**src/rtl/bt_pkg.sv**
```systemverilog
// Package: shared types and helpers for the bounce tracker.
package bt_pkg;

    // Ramp direction requested from the integrator.
    typedef enum logic {
        DIR_RISE = 1'b0,
        DIR_FALL = 1'b1
    } ramp_dir_e;

    // Next direction of the set/reset latch; both inputs high keeps the state.
    function automatic ramp_dir_e next_ramp(ramp_dir_e cur, logic up_hit, logic low_hit);
        ramp_dir_e nxt;
        nxt = cur;
        if (up_hit && !low_hit) begin
            nxt = DIR_FALL;
        end else if (low_hit && !up_hit) begin
            nxt = DIR_RISE;
        end
        return nxt;
    endfunction

endpackage

```
**src/rtl/bt_window_ctl.sv**
```systemverilog
// Module: bt_window_ctl
// Tracks the window reset and produces a one-cycle pulse in the first
// integration cycle after the window reset has been high.
// Assumes win_rst is synchronous to clk.
module bt_window_ctl (
    input  logic clk,
    input  logic rst_n,
    input  logic win_rst,
    output logic win_start
);

    logic win_q;

    // Registered copy of the window reset for edge detection.
    always_ff @(posedge clk) begin
        if (!rst_n) begin
            win_q <= 1'b0;
        end else begin
            win_q <= win_rst;
        end
    end

    // Window opens when the reset was high last cycle and is low now.
    assign win_start = win_q && !win_rst;

    // the start pulse only lasts one cycle.
    assert_start_single_R7: assert property (@(posedge clk) disable iff (!rst_n)
        win_start |=> !win_start);

endmodule

```
**src/rtl/bt_dir_latch.sv**
```systemverilog
// Module: bt_dir_latch
// Set/reset direction latch driven by the two limit comparators, with a
// registered copy used to detect every flip of the flag.
// Assumes hit_hi/hit_lo are already synchronous to clk.
module bt_dir_latch
    import bt_pkg::*;
(
    input  logic      clk,
    input  logic      rst_n,
    input  logic      win_rst,
    input  logic      hit_hi,
    input  logic      hit_lo,
    output ramp_dir_e dir,
    output logic      flip
);

    ramp_dir_e dir_q;

    // Direction latch: cleared in window reset, otherwise set/reset by comparators.
    always_ff @(posedge clk) begin
        if (!rst_n || win_rst) begin
            dir <= DIR_RISE;
        end else begin
            dir <= next_ramp(dir, hit_hi, hit_lo);
        end
    end

    // Delayed copy, cleared together with the flag so no stale flip survives.
    always_ff @(posedge clk) begin
        if (!rst_n || win_rst) begin
            dir_q <= DIR_RISE;
        end else begin
            dir_q <= dir;
        end
    end

    // A flip is any difference between the flag and its delayed copy.
    assign flip = (dir != dir_q);

    assert_dir_set_R2: assert property (@(posedge clk) disable iff (!rst_n)
        (hit_hi && !hit_lo && !win_rst) |=> (dir == DIR_FALL));

    assert_dir_clr_R2: assert property (@(posedge clk) disable iff (!rst_n)
        (hit_lo && !hit_hi && !win_rst) |=> (dir == DIR_RISE));

    assert_dir_hold_R3: assert property (@(posedge clk) disable iff (!rst_n)
        (hit_hi && hit_lo && !win_rst) |=> $stable(dir));

    assert_win_clear_R5: assert property (@(posedge clk) disable iff (!rst_n)
        win_rst |=> (dir == DIR_RISE && !flip));

endmodule

```
**src/rtl/bt_sat_counter.sv**
```systemverilog
// Module: bt_sat_counter
// Saturating up-counter of CW bits with a sticky full flag. The count clears
// on clr; the full flag survives clr and is cleared only by restart.
// Assumes clr and restart are never high together.
module bt_sat_counter #(
    parameter int CW = 8
) (
    input  logic          clk,
    input  logic          rst_n,
    input  logic          clr,
    input  logic          restart,
    input  logic          step,
    output logic [CW-1:0] cnt,
    output logic          full
);

    localparam logic [CW-1:0] TOP    = {CW{1'b1}};
    localparam logic [CW-1:0] ONE    = {{(CW-1){1'b0}}, 1'b1};
    localparam logic [CW-1:0] TOP_M1 = TOP - ONE;

    logic take;

    // A step is taken only inside the window and before saturation.
    assign take = step && !clr && !full;

    // Count register: cleared by reset or clr, advanced by accepted steps.
    always_ff @(posedge clk) begin
        if (!rst_n || clr) begin
            cnt <= '0;
        end else if (take) begin
            cnt <= cnt + ONE;
        end
    end

    // Sticky saturation flag: set on reaching TOP, cleared when the window opens.
    always_ff @(posedge clk) begin
        if (!rst_n) begin
            full <= 1'b0;
        end else if (restart) begin
            full <= 1'b0;
        end else if (take && cnt == TOP_M1) begin
            full <= 1'b1;
        end
    end

    assert_step_one_R4: assert property (@(posedge clk) disable iff (!rst_n)
        !clr |=> (cnt == $past(cnt) || cnt == $past(cnt) + ONE));

    assert_full_at_top_R6: assert property (@(posedge clk) disable iff (!rst_n)
        $rose(full) |-> (cnt == TOP));

    assert_no_overflow_R6: assert property (@(posedge clk) disable iff (!rst_n)
        (full && !clr) |=> $stable(cnt));

    assert_full_keep_R7: assert property (@(posedge clk) disable iff (!rst_n)
        clr |=> (full == $past(full)));

    initial begin
        assert_cw_ok: assert (CW >= 1);
    end

endmodule

```
**src/rtl/bounce_tracker.sv**
```systemverilog
// Module: bounce_tracker
// Tracks the ramp direction of a column integrator and counts its reversals
// in one integration window, saturating with a sticky flag.
// Assumes comparator inputs and win_rst are synchronous to clk.
module bounce_tracker
    import bt_pkg::*;
#(
    parameter int CNT_W = 8
) (
    input  logic             clk,
    input  logic             rst_n,
    input  logic             win_rst,
    input  logic             hit_hi,
    input  logic             hit_lo,
    output logic [CNT_W-1:0] count,
    output logic             max_flag,
    output logic             dir_down
);

    ramp_dir_e dir;
    logic      flip;
    logic      win_start;

    bt_window_ctl u_win (
        .clk       (clk),
        .rst_n     (rst_n),
        .win_rst   (win_rst),
        .win_start (win_start)
    );

    bt_dir_latch u_dir (
        .clk     (clk),
        .rst_n   (rst_n),
        .win_rst (win_rst),
        .hit_hi  (hit_hi),
        .hit_lo  (hit_lo),
        .dir     (dir),
        .flip    (flip)
    );

    bt_sat_counter #(.CW(CNT_W)) u_cnt (
        .clk     (clk),
        .rst_n   (rst_n),
        .clr     (win_rst),
        .restart (win_start),
        .step    (flip),
        .cnt     (count),
        .full    (max_flag)
    );

    // Direction flag brought out as a plain bit.
    assign dir_down = (dir == DIR_FALL);

    assert_reset_state_R1: assert property (@(posedge clk)
        !rst_n |=> (count == '0 && !max_flag && !dir_down));

    assert_win_count_zero_R5: assert property (@(posedge clk) disable iff (!rst_n)
        win_rst |=> (count == '0));

    assert_flip_counts_R4: assert property (@(posedge clk) disable iff (!rst_n)
        (!win_rst && !max_flag && $past(!win_rst) && (dir_down != $past(dir_down)))
        |=> (count != $past(count)));

endmodule

```
**config.mk**
```make
export PLATFORM = sky130hd
export DESIGN_NAME = bounce_tracker
export DESIGN_NICKNAME = d
export VERILOG_FILES = /design/src/rtl/bt_pkg.sv /design/src/rtl/bt_window_ctl.sv /design/src/rtl/bt_dir_latch.sv /design/src/rtl/bt_sat_counter.sv /design/src/rtl/bounce_tracker.sv
export SDC_FILE = /design/constraint.sdc
export NUM_CORES = 1
export LEC_CHECK = 0
export ABC_AREA = 1
export BUFFER_PORTS_ARGS = -buffer_cell sky130_fd_sc_hd__clkbuf_2
export CAP_MARGIN = 20
export CORE_AREA = 5 5 42 44
export DETAILED_ROUTE_END_ITERATION = 12
export DIE_AREA = 0 0 47 49
export PLACE_DENSITY = 0.85
export SLEW_MARGIN = 10
export SYNTH_ARGS = -nofsm -noshare
export SYNTH_HDL_FRONTEND = slang
export SYNTH_HIERARCHICAL = 1
export SYNTH_SLANG_ARGS = --single-unit
```
**constraint.sdc**
```tcl
create_clock -name clk -period 1.5 [get_ports clk]
set_input_delay 0.15 -clock clk [delete_from_list [all_inputs] [get_ports clk]]
set_output_delay 0.15 -clock clk [all_outputs]
set_load 0.05 [all_outputs]
```
; After elaboration in Yosys (flattened, before gate mapping)
; Index checks and enable logic that the tools add are counted.
[totals]
register_bits = 12
latch_bits = 0
mem_bits_rw = 0
mem_bits_ro = 0
inputBits = 5
output_inout_bits = 10
word_cells = 25
mem_count = 0
[op_classes]
n_addsub = 1
n_mul = 0
div_mod_pow = 0
magnitude_cmp = 0
n_eq_ne = 2
shifts = 0
n_mux = 2
bitwise_logic = 1
n_reduce_logical = 14
[op_table]
columns = operator, count
row1 = adder 8 x 1 -> 8 bit (second input constant), 1
row2 = equality test 8 bit (second input constant), 1
row3 = logical AND 1 bit, 6
row4 = logical NOT 1 bit, 5
row5 = two-way mux 1 bit, 2
row6 = nonzero test 2 bit, 1
row7 = OR reduction 2 bit, 1
row8 = logical OR 1 bit, 1
row9 = != test 1 bit, 1
row10 = NOT 1 bit, 1

; Longest topological paths before layout
; Gate-level depths: netlist of the first run.
[logic_depth]
depth_word = 4
mapped_depth = 8
ltp_nobuf = 8

; Hierarchy
; The synthesis of the first run kept the hierarchy.
[modules_own_cells]
columns = mod, instances, cells_each, area_each_um2, seq_area_each_um2
row1 = bt_sat_counter, 1, 77, 506.7, 180.2
row2 = bt_dir_latch, 1, 13, 100.1, 40.0
row3 = bt_window_ctl, 1, 5, 35.0, 20.0

; Worst setup path after synthesis of the first run
; No wires, ideal clock.
[synth_timing]
path_kind = reg-to-reg
start = register u_dir.dir
end = register u_cnt.cnt[5]
setup_time_ps = 110
t_arrival_ps = 1443
required_ps = 1390
slack_ps = -53
stages_incl_launch_ff = 7
n_path_buf = 0
period_less_slack_ps = 1553
path_cell_list = dfxtp_1 xor2_1 nand3_4 nor2_2 nand3_1 nand2_1 nor2_1
[synth_between]
elab_chain_cells = 3
[synth_lines]
columns = element, line
row1 = start: declaration, bt_dir_latch.sv:13  ; output ramp_dir_e dir,
row2 = start signal: assignment, bt_dir_latch.sv:24  ; dir <= next_ramp(dir, hit_hi, hit_lo);
row3 = != test 1 bit, bt_dir_latch.sv:38  ; assign flip = (dir != dir_q);
row4 = net flip, bounce_tracker.sv:21  ; logic flip;
row5 = logical AND 1 bit (2 in a row), bt_sat_counter.sv:24  ; assign take = step && !clr && !full;
row6 = end signal: assignment, bt_sat_counter.sv:31  ; cnt <= cnt + ONE;
row7 = end: declaration, bt_sat_counter.sv:13  ; output logic [CW-1:0] cnt,
; The timed path passes the listed nets, and every way through them passes these cells.
; A chain may end at the register's enable or synchronous reset.

; Final worst setup path of the first run
[layout_timing]
start = register u_dir.dir
end = register u_cnt.cnt[7]
; The elaborated chain is that of the path after synthesis.

==> results of run 1 <==
## layer usage
layer | vias up | track usage, % | wire length (um)
li1 | 321 | - | -
met1 | 273 | 14.5 | 587
met2 | 19 | 21.5 | 633
met3 | 2 | 4.43 | 85
met4 | 0 | 6.91 | 10
met5 | - | 0 | 0
## worst max-delay path by stage
stage | start | endpoint | slack, ps
CTS | u_dir/dir$_SDFFE_PP0P_ | u_cnt/cnt[7]$_SDFFE_PP0P_ | 200
floorplan | u_cnt/cnt[1]$_SDFFE_PP0P_ | u_cnt/cnt[4]$_SDFFE_PP0P_ | 50
global placement | u_dir/dir$_SDFFE_PP0P_ | u_cnt/cnt[7]$_SDFFE_PP0P_ | 280
global route | u_dir/dir$_SDFFE_PP0P_ | u_cnt/cnt[5]$_SDFFE_PP0P_ | 100
detailed placement | u_dir/dir$_SDFFE_PP0P_ | u_cnt/cnt[7]$_SDFFE_PP0P_ | 220
finish | u_dir/dir$_SDFFE_PP0P_ | u_cnt/cnt[7]$_SDFFE_PP0P_ | 200
## power by group
part | internal [mW] | switching (mW) | total [mW]
clock | 0.148 | 0.116 | 0.264
sequential | 0.321 | 0.00150 | 0.323
combinational | 0.0141 | 0.0270 | 0.0410
total | 0.483 | 0.145 | 0.628
## cell families (layout without fill, tap and decap cells)
| group | count (synthesis) | count (layout) | share of synthesized area (%) |
|---|---|---|---|
| buffers and inverters | 21 | 39 | 12.3 |
| adders and majority gates | 3 | 3 | 5.85 |
| xor gates and xnor gates | 1 | 1 | 1.36 |
| DFF | 12 | 12 | 37.4 |
| AOI/OAI and AO/OA | 7 | 7 | 6.04 |
| and+or+nand+nor | 51 | 51 | 37.0 |
## area by class of cell
class	instances	area [sq um]	area share [%]
clock buffer	4	36.3	4.72
inverter	21	78.8	10.2
multi-input combinational	62	323	42.0
sequential	12	241	31.4
tap	16	20.0	2.60
timing repair buffer	14	70.1	9.11
## tightest hold or removal path, cell delays in order
cell,delay (ps)
clkbuf_2,110
nand2_1,60
inv_1,40
## stage by stage
stage	total power [mW]	instances	hold slack, ps	worst slack (ps)
finish	0.628	129	111	201
global route	0.651	129	149	96.9
CTS	0.635	129	103	205
detailed placement	0.371	125	397	217
global placement	0.369	125	383	277
floorplan	0.357	95	243	51.2
## sequential cells by signal, indices dropped and copies added, names as in the netlist
name,flops
u_dir/dir,1
u_cnt/cnt,8
u_dir/dir_q,1
u_cnt/full,1
u_win/win_q,1
## synth_stat cells
cell,number
a21oi_1,4
a21oi_2,1
dfxtp_1,12
ha_1,3
inv_1,19
inv_2,2
nand2_1,21
nand2_2,2
nand3_1,6
nand3_4,1
nand4_1,1
nor2_1,15
nor2_2,4
nor2_4,1
o21ai_0,2
xor2_1,1
==> metrics.txt, run 1 <==
status=finished clean; hold crit path type=in -> reg; hold path cells=3; Final Instance Area=769 sq um; Placement Cell Area=733 sq um; Max stage delay on crit path=360 ps; placeable core region=0.00140 sq mm; max-cap viol count=0; count of buffers from port buffering=14; area leader, netlist=dfxtp_1; total congestion overflow=0; Final period util=86.6%; Synth Area per Inst=6.76 sq um; Synth Register Bits=12; pin count of the biggest net entering global routing=9; Global Route Usage Sum=13.2%; commonest cells after routing, fill and taps aside=21 x nand2_1, 19 x inv_1, 15 x nor2_1, 14 x clkbuf_2, 11 x dfxtp_1; crit path max fanout=6; first-pass GRT wire length=2230 um; Hold Violations, Final=0; gpl congestion=0.781; Synth Instances=95; DP HPWL=1030 um; register area share after synthesis=37.4%; initial antenna violation count=0; share of the synthesized area in the top cell type=37.4%; vias in the first global route=590; clk buf depth=2; Mapped Area=642 sq um; Stages on worst setup path=7; Layout area overhead=19.9%; Crit path required time=1720 ps; CTS tree=done; I/O Pins=15; Reg clk slew, reported paths=80 ps; clk_skew=5.37 ps; post-layout util=54.9%; Slew headroom=75.5%; R2R Setup Slk=200 ps; PwrDens=816 mW/mm^2; worst slew pin tran=366 ps; FP Rows=14; drt drc=0; die width=47 um; Worst Setup End Kind=flip-flop; Slowest-stage cell, CP=dfxtp_2; layout cell share with drive strength beyond 1=26.5%; critical path class=reg -> reg; delay-heaviest family, CP=simple AND/OR/NAND/NOR gates; minimum clock period=1300 ps; Routed WL=1320 um; Via density=4.77; post-synthesis net count=103; startpoint types=flip-flop; Clock Sinks=12; Vias=615; post-synth cell types=16; Post-CTS Setup Bufs=0; Root Driver=clkbuf_4; Arr. time, crit path=1520 ps; cts bufs inserted=3; final setup vio count=0; cts hold-fix bufs=0; Max VDD drop=599 uV; highest clock rate=770 MHz; Worst-Skew Late Latency=280 ps; Hold Path End=u_win/win_q$_SDFF_PN0_; LEAKAGE=0.357 nW; commonest non-fill, non-tap cell in the layout=nand2_1; # diodes=0; crit path buf inv count=1; setup_tns=0 ps; DIE AREA=0.00230 sq mm; 1st-iter DRT viols=16; H-tree depth=1; initial core utilization=45.8%; filler cell count=145; RSZ-0062 raised after global routing=false; antenna-violating nets left=0; drt wl/cell=10.2 um; fin. max-slew vios=0; post-cts sizing count=0; NumNets Final=122; die outline height=49 um; CP cell instances=xor2_1 -> nand2_2 -> nor2_4 -> nand3_1 -> nand2_1 -> inv_1 -> nor2_1; DRT Pass-1 Iters=5; launching point of the worst reg2reg path=u_dir/dir$_SDFFE_PP0P_; Yosys Warn Count=6; R2R depth=7; worst r2r dst=u_cnt/cnt[7]$_SDFFE_PP0P_; top post-synthesis cells by area=dfxtp_1 37%, nand2_1 12%, inv_1 11%; HP Start=rst_n
(Power assumes the default switching activity.)
==> run 2, diff against run 1 <==
- ABC_AREA: 1 -> 0
- PLACE_DENSITY: 0.85 -> 0.81
- SYNTH_HIERARCHICAL: 1 -> not set
==> metrics.txt, run 2 <==
status=finished clean; DRT Pass-1 Iters=4 (-1); Post-CTS Setup Bufs=0 (unchanged); Post-synth EDFFs=0 (unchanged); top post-synthesis cells by area=dfxtp_1 41%, ha_1 6.3%, a21oi_1 5.1%; Slew headroom=75.2% (-0.30 points); die outline height=49 um (unchanged); layout cell share with drive strength beyond 1=41.7% (+15 points); Crit path required time=1700 ps (-20 ps); startpoint types=flip-flop; H-tree depth=1 (unchanged); NumNets Final=93 (-24%); drt wl/cell=13.4 um (+31%); CTS tree=done; PwrDens=744 mW/mm^2 (-8.8%); cts bufs inserted=3 (unchanged); Max VDD drop=658 uV (+9.9%); total congestion overflow=0 (unchanged); main combinational cell family by area after synthesis=simple AND/OR/NAND/NOR gates; max FFs per register=8 (unchanged); clk_skew=10.0 ps (+4.63 ps); vias in the first global route=495 (-16%); placeable core region=0.00140 sq mm (unchanged); crit path buf inv count=0 (-1); minimum clock period=1500 ps (+198 ps); worst slew pin tran=368 ps (+2.32 ps); commonest cells after routing, fill and taps aside=14 x clkbuf_2, 6 x dfxtp_1, 5 x inv_1, 5 x a21oi_1; Max stage delay on crit path=410 ps (+50 ps); register area share after synthesis=40.6% (+3.2 points); pin count of the biggest net entering global routing=9 (unchanged); Global Route Usage Sum=12.6% (-0.65 points); FP Rows=14 (unchanged); post-synth cell types=28 (+12); die width=47 um (unchanged); most numerous cell in the Yosys netlist=dfxtp_1; DP HPWL=1030 um (about the same); hold crit path type=in -> reg; Synth Instances=63 (-34%); I/O Pins=15 (unchanged); Clock Sinks=12 (unchanged); adder-cell share of the synthesized area=6.34% (+0.49 points); launching point of the worst reg2reg path=u_cnt.cnt[1]$_SDFFE_PP0P_; first-pass GRT wire length=2130 um (-4.3%); Synth Register Bits=12 (unchanged); Compound-Gate Fraction of Synth Area=16.7% (+11 points); max-cap viol count=0 (unchanged); gpl congestion=0.784 (+0.33%); CP cell instances=ha_4 -> or3b_4 -> or4_1 -> a21oi_1; Hold Violations, Final=0 (unchanged); R2R Setup Slk=3 ps (-200 ps); RSZ-0062 raised after global routing=true; final setup margin=3.36 ps (-198 ps); Hold Path End=u_win.win_q$_SDFF_PN0_; worst r2r dst=u_cnt.cnt[4]$_SDFFE_PP0P_; Reg clk slew, reported paths=80 ps (about the same); Post-synth top cells=12 x dfxtp_1, 6 x a21oi_1, 5 x inv_1, 4 x o31ai_1, 4 x or4_1; critical path class=reg -> reg; Mapped Area=592 sq um (-7.8%); Vias=561 (-8.8%); DIE AREA=0.00230 sq mm (unchanged); Final period util=99.8% (+13 points); antenna-violating nets left=0 (unchanged); mux cell area share after synthesis=3.38% (+3.4 points); initial antenna violation count=0 (unchanged); highest clock rate=668 MHz (-13%); Slowest-stage cell, CP=or4_1; share of the synthesized area in the top cell type=40.6% (+3.2 points); post-synthesis net count=71 (-31%); Layout area overhead=28.8%; final setup vio count=0 (unchanged); count of buffers from port buffering=14 (unchanged); hold path cells=2 (-1); Worst-Skew Late Latency=280 ps (about the same); Arr. time, crit path=1700 ps (+180 ps); HP Start=rst_n; # diodes=0 (unchanged); post-layout util=54.4% (-0.54 points); area leader, netlist=dfxtp_1; Place WS=19.3 ps (-198 ps); FFs w/ async S/R, synth=0% (unchanged); delay-heaviest family, CP=simple AND/OR/NAND/NOR gates; R2R depth=4 (-3); initial core utilization=42.2% (-3.6 points); commonest non-fill, non-tap cell in the layout=clkbuf_2; fin. max-slew vios=0 (unchanged); Biggest register=u_cnt.cnt; XOR/XNOR share of the synthesized area=2.96% (+1.6 points); crit path max fanout=5 (-1); Synth Area per Inst=9.39 sq um (+39%); LEAKAGE=0.293 nW (-18%); Main synth FF type=dfxtp_1; drt drc=0 (unchanged); Via density=5.61 (+18%); Routed WL=1340 um (+1.7%); Worst Setup End Kind=flip-flop; Post-Synth Simple-Gate Area=24.9% (-12 points); Root Driver=clkbuf_4; clk buf depth=2 (unchanged); setup_tns=0 ps (unchanged); Yosys Warn Count=0 (-6); 1st-iter DRT viols=8 (-8)
-- run 2: report_power, final --
group / internal (mW) / switching [mW]
clock network: 0.103 / 0.104
logic: 0.0166 / 0.0239
registers: 0.318 / 0.00178
-- run 2: final cells by class --
class,count,area [sq um]
Clock buffer,4,26.3
Inverter,5,18.8
Timing Repair Buffer,18,100
Fill cell,144,639
Tap cell,16,20.0
Sequential cell,12,253
Multi-Input combinational cell,45,344
-- run 2: kinds of logic after synthesis --
kind of cell | after synthesis
buffers and inverters | 6
AOI/OAI and AO/OA | 15
DFF | 12
muxes | 2
and+or+nand+nor | 23
xor gates and xnor gates | 2
adders and majority gates | 3
-- run 2: through the flow --
stage	hold slack [ps]	instances	power (mW)	area, sq um
5_1_grt	132	100	0.595	762
2_1_floorplan	272	63	0.352	619
6_report	121	100	0.567	762
3_3_place_gp	407	96	0.366	728
4_1_cts	125	100	0.573	758
3_5_place_dp	416	96	0.367	728
-- run 2: worst max-delay path by stage --
stage                     cells after the start                       from  slack (ps)                         to
after floorplan                               4  u_cnt.cnt[1]$_SDFFE_PP0P_         -60  u_cnt.cnt[4]$_SDFFE_PP0P_
after global placement                        4  u_cnt.cnt[1]$_SDFFE_PP0P_          70  u_cnt.cnt[4]$_SDFFE_PP0P_
after detailed placement                      4  u_cnt.cnt[1]$_SDFFE_PP0P_          20  u_cnt.cnt[6]$_SDFFE_PP0P_
after CTS                                     4  u_cnt.cnt[1]$_SDFFE_PP0P_           3  u_cnt.cnt[6]$_SDFFE_PP0P_
after global routing                          4  u_cnt.cnt[1]$_SDFFE_PP0P_         -20  u_cnt.cnt[6]$_SDFFE_PP0P_
final                                         4  u_cnt.cnt[1]$_SDFFE_PP0P_           3  u_cnt.cnt[4]$_SDFFE_PP0P_
-- run 2: timing repair --
| item | CTS | global route |
|---|---|---|
| setup endpoints to repair | 1 | 2 |
| gates resized for setup | 1 | 1 |
| hold buffers | 0 | 0 |
-- run 2: per-layer routing --
layer | vias up | global-route usage, % | wire length [um]
li1 | 276 | - | -
met3 | 2 | 2.95 | 94
met2 | 21 | 19.5 | 661
met5 | - | 0 | 0
met1 | 262 | 15.3 | 575
met4 | 0 | 6.91 | 8
